## config.mk

```make
export PLATFORM = sky130hd
export DESIGN_NAME = nan_fmt_conv
export DESIGN_NICKNAME = d
export VERILOG_FILES = /design/src/rtl/nanconv_pkg.sv /design/src/rtl/nan_unpack.sv /design/src/rtl/nan_dflt_gen.sv /design/src/rtl/nan_pack.sv /design/src/rtl/nan_fmt_conv.sv
export SDC_FILE = /design/constraint.sdc
export NUM_CORES = 1
export LEC_CHECK = 0
export ABC_AREA = 1
export BUFFER_PORTS_ARGS = -buffer_cell sky130_fd_sc_hd__buf_2
export CAP_MARGIN = 40
export CORE_MARGIN = 5
export CORE_UTILIZATION = 30
export DETAILED_ROUTE_END_ITERATION = 7
export PLACE_DENSITY = 0.44
export SLEW_MARGIN = 20
export SYNTH_ARGS = -nofsm -noshare
export SYNTH_HDL_FRONTEND = slang
export SYNTH_SLANG_ARGS = --single-unit
```

## constraint.sdc

```tcl
create_clock -name clk -period 6.5 [get_ports clk]
set_input_delay 0.975 -clock clk [delete_from_list [all_inputs] [get_ports clk]]
set_output_delay 0.975 -clock clk [all_outputs]
set_load 0.01 [all_outputs]
```

## src/rtl/nanconv_pkg.sv

```systemverilog
// Shared definitions for the NaN format converter.
// Assumes a 64-bit working form; format geometry is derived from the code.
package nanconv_pkg;

    localparam int CANON_W = 64;          // width of the left-justified working form
    localparam int SHW     = 7;           // width of shift/size quantities (holds CANON_W)

    typedef enum logic [1:0] {
        FMT_HALF   = 2'b00,
        FMT_SINGLE = 2'b01,
        FMT_DOUBLE = 2'b10,
        FMT_RSVD   = 2'b11
    } fmt_e;

    // Fraction field width of a format (reserved code falls back to double geometry)
    function automatic logic [SHW-1:0] frac_bits(input fmt_e f);
        case (f)
            FMT_HALF:   return SHW'(10);
            FMT_SINGLE: return SHW'(23);
            default:    return SHW'(52);
        endcase
    endfunction

    // Exponent field width of a format
    function automatic logic [SHW-1:0] exp_bits(input fmt_e f);
        case (f)
            FMT_HALF:   return SHW'(5);
            FMT_SINGLE: return SHW'(8);
            default:    return SHW'(11);
        endcase
    endfunction

endpackage

```

## src/rtl/nan_unpack.sv

```systemverilog
// Splits a source NaN into sign and left-justified payload, and classifies it.
// Assumes the input is a NaN; bits above the format width are ignored.
module nan_unpack
    import nanconv_pkg::*;
(
    input  logic [CANON_W-1:0] word_i,
    input  fmt_e               fmt_i,
    input  logic               pol_i,
    output logic               sign_o,
    output logic [CANON_W-1:0] pay_o,
    output logic               snan_o,
    output logic               fmt_ok_o
);

    logic [SHW-1:0]     fw;
    logic [SHW-1:0]     ew;
    logic [CANON_W-1:0] exp_mask;
    logic [CANON_W-1:0] frac;
    logic [CANON_W-1:0] low_mask;
    logic [CANON_W-1:0] sign_shift;
    logic               exp_ones;
    logic               top_bit;
    logic               low_nz;

    // Field extraction, payload alignment and signaling test
    always_comb begin
        fw         = frac_bits(fmt_i);
        ew         = exp_bits(fmt_i);
        fmt_ok_o   = (fmt_i != FMT_RSVD);
        exp_mask   = (CANON_W'(1) << ew) - CANON_W'(1);
        frac       = word_i & ((CANON_W'(1) << fw) - CANON_W'(1));
        low_mask   = (CANON_W'(1) << (fw - SHW'(1))) - CANON_W'(1);
        exp_ones   = ((word_i >> fw) & exp_mask) == exp_mask;
        top_bit    = |(frac & ~low_mask);
        low_nz     = |(frac & low_mask);
        sign_shift = word_i >> (fw + ew);
        sign_o     = sign_shift[0];
        pay_o      = frac << (SHW'(CANON_W) - fw);
        if (pol_i) begin
            snan_o = fmt_ok_o & exp_ones & top_bit;
        end else begin
            snan_o = fmt_ok_o & exp_ones & ~top_bit & low_nz;
        end
    end

endmodule

```

## src/rtl/nan_dflt_gen.sv

```systemverilog
// Produces the default NaN of a destination format for either polarity.
// Assumes a valid format code; the caller handles the reserved code.
module nan_dflt_gen
    import nanconv_pkg::*;
(
    input  fmt_e               fmt_i,
    input  logic               pol_i,
    output logic [CANON_W-1:0] dflt_o
);

    logic [SHW-1:0]     fw;
    logic [SHW-1:0]     ew;
    logic [CANON_W-1:0] exp_field;
    logic [CANON_W-1:0] top_frac;

    // Default pattern: positive, all-ones exponent, polarity-dependent fraction
    always_comb begin
        fw        = frac_bits(fmt_i);
        ew        = exp_bits(fmt_i);
        exp_field = ((CANON_W'(1) << ew) - CANON_W'(1)) << fw;
        top_frac  = CANON_W'(1) << (fw - SHW'(1));
        dflt_o    = pol_i ? (exp_field | (top_frac - CANON_W'(1)))
                          : (exp_field | top_frac);
    end

endmodule

```

## src/rtl/nan_pack.sv

```systemverilog
// Rebuilds a NaN in the destination format from sign and left-justified payload.
// Falls back to the default NaN when forced or when the kept payload is zero.
module nan_pack
    import nanconv_pkg::*;
(
    input  logic               sign_i,
    input  logic [CANON_W-1:0] pay_i,
    input  fmt_e               fmt_i,
    input  logic               pol_i,
    input  logic               force_dflt_i,
    output logic [CANON_W-1:0] word_o
);

    logic [SHW-1:0]     fw;
    logic [SHW-1:0]     ew;
    logic [CANON_W-1:0] mant;
    logic [CANON_W-1:0] exp_field;
    logic [CANON_W-1:0] built;
    logic [CANON_W-1:0] dflt;

    nan_dflt_gen u_dflt (
        .fmt_i  (fmt_i),
        .pol_i  (pol_i),
        .dflt_o (dflt)
    );

    // Truncate payload, assemble fields, choose the final pattern
    always_comb begin
        fw        = frac_bits(fmt_i);
        ew        = exp_bits(fmt_i);
        mant      = pay_i >> (SHW'(CANON_W) - fw);
        exp_field = ((CANON_W'(1) << ew) - CANON_W'(1)) << fw;
        built     = (CANON_W'(sign_i) << (fw + ew)) | exp_field | mant;
        if (fmt_i == FMT_RSVD) begin
            word_o = '0;
        end else if (force_dflt_i || (mant == '0)) begin
            word_o = dflt;
        end else begin
            word_o = built;
        end
    end

endmodule

```

## src/rtl/nan_fmt_conv.sv

```systemverilog
// Top level: NaN conversion between half, single and double with one register stage.
// Assumes src_word holds a NaN of the selected source format.
module nan_fmt_conv
    import nanconv_pkg::*;
(
    input  logic                clk,
    input  logic                rst_n,
    input  logic                in_valid,
    input  logic [CANON_W-1:0]  src_word,
    input  logic [1:0]          src_fmt,
    input  logic [1:0]          dst_fmt,
    input  logic                snan_pol,
    input  logic                dflt_mode,
    output logic                out_valid,
    output logic [CANON_W-1:0]  out_word,
    output logic                out_invalid
);

    logic               c_sign;
    logic [CANON_W-1:0] c_pay;
    logic               c_snan;
    logic               c_src_ok;
    logic [CANON_W-1:0] c_word;

    nan_unpack u_unpack (
        .word_i   (src_word),
        .fmt_i    (fmt_e'(src_fmt)),
        .pol_i    (snan_pol),
        .sign_o   (c_sign),
        .pay_o    (c_pay),
        .snan_o   (c_snan),
        .fmt_ok_o (c_src_ok)
    );

    nan_pack u_pack (
        .sign_i       (c_sign),
        .pay_i        (c_pay),
        .fmt_i        (fmt_e'(dst_fmt)),
        .pol_i        (snan_pol),
        .force_dflt_i (dflt_mode | ~c_src_ok),
        .word_o       (c_word)
    );

    // Output register: capture the result on a request, hold it otherwise
    always_ff @(posedge clk) begin
        if (!rst_n) begin
            out_valid   <= 1'b0;
            out_word    <= '0;
            out_invalid <= 1'b0;
        end else begin
            out_valid <= in_valid;
            if (in_valid) begin
                out_word    <= c_word;
                out_invalid <= c_snan;
            end
        end
    end

endmodule

```

==> results of run 1 <==
[worst max-delay path, delay by kind of cell]
family	cells	cell delay (ns)
buffers and inverters	5	0.81
AOI/OAI and AO/OA	3	0.62
and+or+nand+nor	14	2.57
adders and majority gates	1	0.31
[logic make-up after synthesis]
| logic type | after synthesis |
|---|---|
| flip-flops | 66 |
| AO/OA/AOI/OAI | 255 |
| XOR/XNOR | 1 |
| AND/OR/NAND/NOR | 888 |
| other | 1 |
| adder cells (fa/ha/maj) | 13 |
| buffers and inverters | 242 |
[stage by stage]
stage          setup WS (ns)  total power [mW]
6_report                1.37              1.71
5_1_grt                0.983              1.81
4_1_cts                 1.46              1.70
3_5_place_dp            1.11              1.17
3_3_place_gp            1.06              1.18
2_1_floorplan           2.36             0.908
[final timing paths]
kind / cells after the start / startpoint / slack [ns] / endpoint
max: 23 / src_fmt[1] / 1.37 / out_word[33]
min reg2reg: 2 / out_word[32] / 0.46 / out_word[32]
min: 2 / out_word[32] / 0.46 / out_word[32]
max reg2reg: 4 / out_word[53] / 5.78 / out_word[53]
[cell usage after synthesis, types with 13 or more instances]
master,number
nand3_1,249
nand2_1,428
clkbuf_1,44
o211ai_1,16
buf_1,14
o21ai_0,62
o21ai_1,19
nand4_1,88
buf_2,33
inv_1,123
ha_1,13
nor2_1,71
buf_4,13
a21oi_1,103
dfxtp_1,66
[flip-flops by register name, summed over array words and instances, names as in the netlist]
name / flops
out_word: 64
out_invalid: 1
out_valid: 1
[final cells by class]
type	instances	area, µm²
timing repair buffer	170	943
inverter	132	498
sequential	66	1320
multi-input combinational	1165	5750
clock buffer	10	229
tap	341	427
clock inverter	6	90.1
fill	3211	17500
[where the power goes]
part,switching (mW),leakage (nW),internal [mW]
Clock,0.190,0.153,0.337
Sequential,0.0127,0.542,0.431
Combinational,0.525,3.78,0.214
Total,0.728,4.47,0.982
[layer usage]
layer / GRT usage / share of wire / vias up
met5: 0 / 0 / -
met4: 0.132 / 0.053 / 0
met3: 0.0451 / 0.078 / 107
met2: 0.397 / 0.43 / 581
met1: 0.364 / 0.44 / 5049
li1: - / - / 5160
==> impl_metrics.py, run 1 <==
metrics = {
    "outcome": {
        "status": "finished clean",
    },
    "grt": {
        "grt_pass1_wl_um": 63200,
        "grt_antenna_before_repair": 0,
        "grt_start_max_net_pins": 58,
        "grt_util_all_layers": 0.264,
        "grt_pass1_vias": 10400,
        "grt-ovfl-total": 0,
    },
    "place": {
        "dp_cells": 1874,
        "hpwl_um": 32700,
        "place_area_um2": 8940,
        "place_congestion": 1.01,
        "io_buffers": 138,
    },
    "flow_run": {
        "drv_cap": 0,
    },
    "power_and_ir_drop": {
        "power_density_nw_per_um2": 185,
        "ir_worst_vdd_uv": 106,
        "p_leak_nw": 4.47,
    },
    "floorplan": {
        "die_h_um": 174,
        "core_um2": 26700,
        "ios": 139,
        "initial_core_util": 0.301,
        "num_rows": 60,
        "die_area_um2": 30200,
        "die_w_um": 174,
    },
    "route": {
        "drt_wl_total_um": 41500,
        "first_pass_iters": 5,
        "drt-initial-drc-count": 1327,
        "route.detailed.drc": 0,
        "avgViaCountPerCell": 5.77,
        "routedWlPerCell_um": 22.0,
        "ant_nets": 0,
        "vias": 10900,
    },
    "logic_synthesis": {
        "async_flop_share": 0,
        "syn_area_um2": 8060,
        "synth.distinct_cells": 55,
        "yosysWarnings": 0,
        "synth_area_leaders": "nand2_1 20%, dfxtp_1 16%, nand3_1 15%, nand4_1 6.8%, a21oi_1 6.4%",
        "synth-adder-area-share": 0.0202,
        "synth_seq_cells": 66,
        "ys_seq_area_frac": 0.164,
        "synth_compound_area_frac": 0.182,
        "synth_cells": 1466,
        "synth_edf_count": 0,
        "synth_flop_cell": "dfxtp_1",
        "synth_top_area_share": 0.199,
        "synth_largest_area_cell": "nand2_1",
        "synth_top_family_by_area": "simple AND/OR/NAND/NOR gates",
        "synthMuxAreaShare": 0,
        "synth_xor_area_frac": 0.00109,
        "syn_area_per_cell_um2": 5.50,
        "synth-simple-area-share": 0.503,
    },
    "clocking": {
        "ctsResizeCount": 0,
        "cts_buffer_depth": 2,
        "cts_buffers": 9,
        "clkLatencyLatePin_ns": 0.34,
        "hold_buffers": 0,
        "numClockSinks": 66,
        "clock-root-buffer": "clkbuf_16",
        "cts_setup_buffers": 0,
        "cts_tree": "built",
        "htreeDepth": 3,
        "path_clk_slew_ns": 0.05,
    },
    "setup_path": {
        "path_max_fanout": 35,
        "cp-end-kind": "flip-flop",
        "crit_arrival_ns": 5.32,
        "path_cells": "buf_2 > inv_4 > nand2_4 > ha_1 > buf_4 > nand2_1 > inv_1 > a21oi_1 > o221ai_1 > nand3_1 > nand2_1 > inv_1 > nand2_1 > nand3_1 > nand3_1 > nor2_1 > nand2_1 > nor2_2 > nand3_4 > nand2_4 > nand3_2 > nand3_1 > a21oi_1",
        "crit_required_ns": 6.70,
        "max_stage_delay_ns": 0.37,
        "start_kind": "primary input",
        "path_class": "in -> reg",
        "slowest_stage": "o221ai_1",
    },
    "finish": {
        "drive_gt1_frac": 0.141,
        "antenna_cells": 0,
        "final_common_cell": "nand2_1",
        "instances_no_fill": 1890,
        "fin_util": 0.346,
        "nets": 1630,
        "design_area_um2": 9260,
        "mostFrequentLayoutCells": "428 x nand2_1, 249 x nand3_1, 138 x buf_2",
        "area_growth_pct": 14.9,
    },
    "sta": {
        "skew_ns": 0,
        "hold_viol_final": 0,
        "rsz0062_at_grt": "no",
        "fmax_mhz": 195,
        "post-route-period-util": 0.789,
        "slew_viol_final": 0,
        "hold_slack_ns": 0.459,
        "tightest_slew_ns": 0.794,
        "setup_viol": 0,
        "tns_ns": 0,
        "period_minus_slack_ns": 5.13,
        "max-slew-margin-rel": 0.466,
    },
    "min_path": {
        "hp-class": "reg -> reg",
    },
}
Power figures use the tool's default switching activity.
==> run 2, diff against run 1 <==
==> constraint.sdc (replaced) <==
create_clock -name clk -period 4.8 [get_ports clk]
set_input_delay 0.72 -clock clk [delete_from_list [all_inputs] [get_ports clk]]
set_output_delay 0.72 -clock clk [all_outputs]
set_load 0.01 [all_outputs]
==> run 2 against run 1 <==
Compared with the run above:
- sequential power increased by 36%
- sequential share of layout area decreased by 0.14 points
- power up 33%
- global-route usage about the same
- wire length shrank 0.14%
- largest power group unchanged
- die area stayed put
- cell area up 1.0%
- clock skew unchanged
- utilization grew 0.35 points
- via count shrank 0.65%
- highest routed layer unchanged
- critical path depth shrank 2
- flip-flop and latch count unchanged
==> impl_metrics.py, run 2 (synthesis gave the netlist of run 1 again) <==
metrics = {
    "setup_path": {
        "r2r_setup_slack_ns": 4.08,
        "r2r-end": "out_word[53]",
        "r2r-start": "out_word[53]",
        "path_max_fanout": 35,
        "crit_arrival_ns": 4.54,
        "start_kind": "primary input",
        "crit_required_ns": 5.00,
        "cp-end-kind": "flip-flop",
        "r2r_cells": 4,
        "path_class": "in -> reg",
    },
    "grt": {
        "grt_pass1_wl_um": 63500,
        "grt_antenna_before_repair": 0,
        "grt-ovfl-total": 0,
        "grt_start_max_net_pins": 58,
        "grt_util_all_layers": 0.264,
        "grt_pass1_vias": 10400,
    },
    "finish": {
        "regMostFlops": "out_word",
        "design_area_um2": 9350,
        "area_growth_pct": 16.0,
        "antenna_cells": 0,
        "mostFrequentLayoutCells": "428 x nand2_1, 249 x nand3_1, 138 x buf_2",
        "fin_util": 0.350,
        "nets": 1641,
        "instances_no_fill": 1901,
        "largest_reg_flops": 64,
        "largestRegisters": "out_word x64, out_invalid x1, out_valid x1",
        "final_common_cell": "nand2_1",
        "drive_gt1_frac": 0.147,
    },
    "route": {
        "route.detailed.drc": 0,
        "first_pass_iters": 6,
        "ant_nets": 0,
        "routedWlPerCell_um": 21.8,
        "drt_wl_total_um": 41500,
        "avgViaCountPerCell": 5.69,
        "drt-initial-drc-count": 1180,
        "vias": 10800,
    },
    "sta": {
        "period_minus_slack_ns": 4.34,
        "post-route-period-util": 0.905,
        "max-slew-margin-rel": 0.572,
        "setup_viol": 0,
        "fmax_mhz": 230,
        "tns_ns": 0,
        "skew_ns": 0,
        "rsz0062_at_grt": "no",
        "fin_ws_ns": 0.456,
        "slew_viol_final": 0,
        "hold_viol_final": 0,
        "tightest_slew_ns": 0.642,
    },
    "power_and_ir_drop": {
        "switchingPower_uw": 983,
        "p_int_mw": 1.30,
        "sequentialPowerShare": 0.264,
        "p_clk_frac": 0.296,
        "swShare": 0.431,
        "ir_worst_vdd_uv": 147,
        "p_comb_frac": 0.440,
        "power_density_nw_per_um2": 244,
        "p_leak_nw": 4.53,
    },
    "place": {
        "dp_cells": 1885,
        "io_buffers": 138,
        "place_congestion": 0.993,
        "place_area_um2": 9040,
        "place_ws_ns": 0.155,
        "hpwl_um": 32600,
    },
    "flow_run": {
        "drv_cap": 0,
    },
    "min_path": {
        "min-delay-start": "out_word[38]",
        "min_to": "out_word[38]",
        "hp-class": "reg -> reg",
        "min_path_cells": 2,
    },
    "clocking": {
        "path_clk_slew_ns": 0.06,
        "cts_buffers": 9,
        "cts_buffer_depth": 2,
        "clkLatencyLatePin_ns": 0.33,
        "htreeDepth": 3,
        "clock-root-buffer": "clkbuf_16",
        "ctsResizeCount": 0,
        "cts_setup_buffers": 0,
        "cts_tree": "built",
        "numClockSinks": 66,
        "hold_buffers": 0,
    },
    "floorplan": {
        "die_area_um2": 30200,
        "num_rows": 60,
        "die_w_um": 174,
        "initial_core_util": 0.301,
        "core_um2": 26700,
        "ios": 139,
        "die_h_um": 174,
    },
    "outcome": {
        "status": "finished clean",
    },
}
-- run 2: changes by cell type in the layout (fill, tap and decap cells not counted) --
cell and change:
buf_4 +9, clkbuf_8 +1, clkbuf_1 -1, clkinv_2 +1
bufinv_16 -1, buf_12 +2
-- run 2: cell type report --
cell class	count	area [µm²]
fill	3204	17400
multi-input combinational	1165	5750
sequential	66	1320
timing repair buffer	181	1050
inverter	132	498
tap	341	427
clock buffer	10	239
clock inverter	6	65.1
-- run 2: critical path: stages --
cell	delay, ns
buf_2	0.18
inv_2	0.05
nand2_1	0.18
ha_1	0.22
buf_4	0.36
nand2_1	0.22
o221ai_1	0.56
nand3_1	0.29
nand2_1	0.15
inv_1	0.04
nand2_1	0.22
nand3_1	0.16
nand3_1	0.14
nor2_1	0.06
nand2_1	0.08
nor2_2	0.05
nand3_4	0.09
buf_4	0.32
nand4_1	0.23
nand3_1	0.14
a21oi_1	0.06
-- run 2: stage by stage --
stage / total power, mW / hold slack (ns)
2_1_floorplan: 1.23 / 0.490
3_5_place_dp: 1.59 / 0.453
5_1_grt: 2.42 / 0.481
6_report: 2.28 / 0.460
3_3_place_gp: 1.60 / 0.452
4_1_cts: 2.28 / 0.463
-- run 2: worst max path at each step --
stage,start,endpoint
floorplan,src_fmt[0],out_word[15]
global placement,src_fmt[0],out_word[49]
detailed placement,src_fmt[0],out_word[23]
CTS,src_fmt[0],out_word[23]
global route,src_fmt[0],out_word[23]
finish,src_fmt[0],out_word[49]
-- run 2: routing by layer --
metal,wire (µm),vias up,track usage
met4,1900,0,0.113
met1,18600,5030,0.373
met5,0,-,0
met2,17800,521,0.398
met3,3190,88,0.0430
li1,-,5187,-
-- run 2: power by group through the flow --
stage	Combinational, mW	Sequential [mW]	Clock (mW)
5_1_grt	1.09	0.606	0.723
2_1_floorplan	0.600	0.629	0
6_report	1.00	0.602	0.675
3_5_place_dp	0.978	0.614	0
4_1_cts	0.981	0.602	0.695
3_3_place_gp	0.986	0.614	0
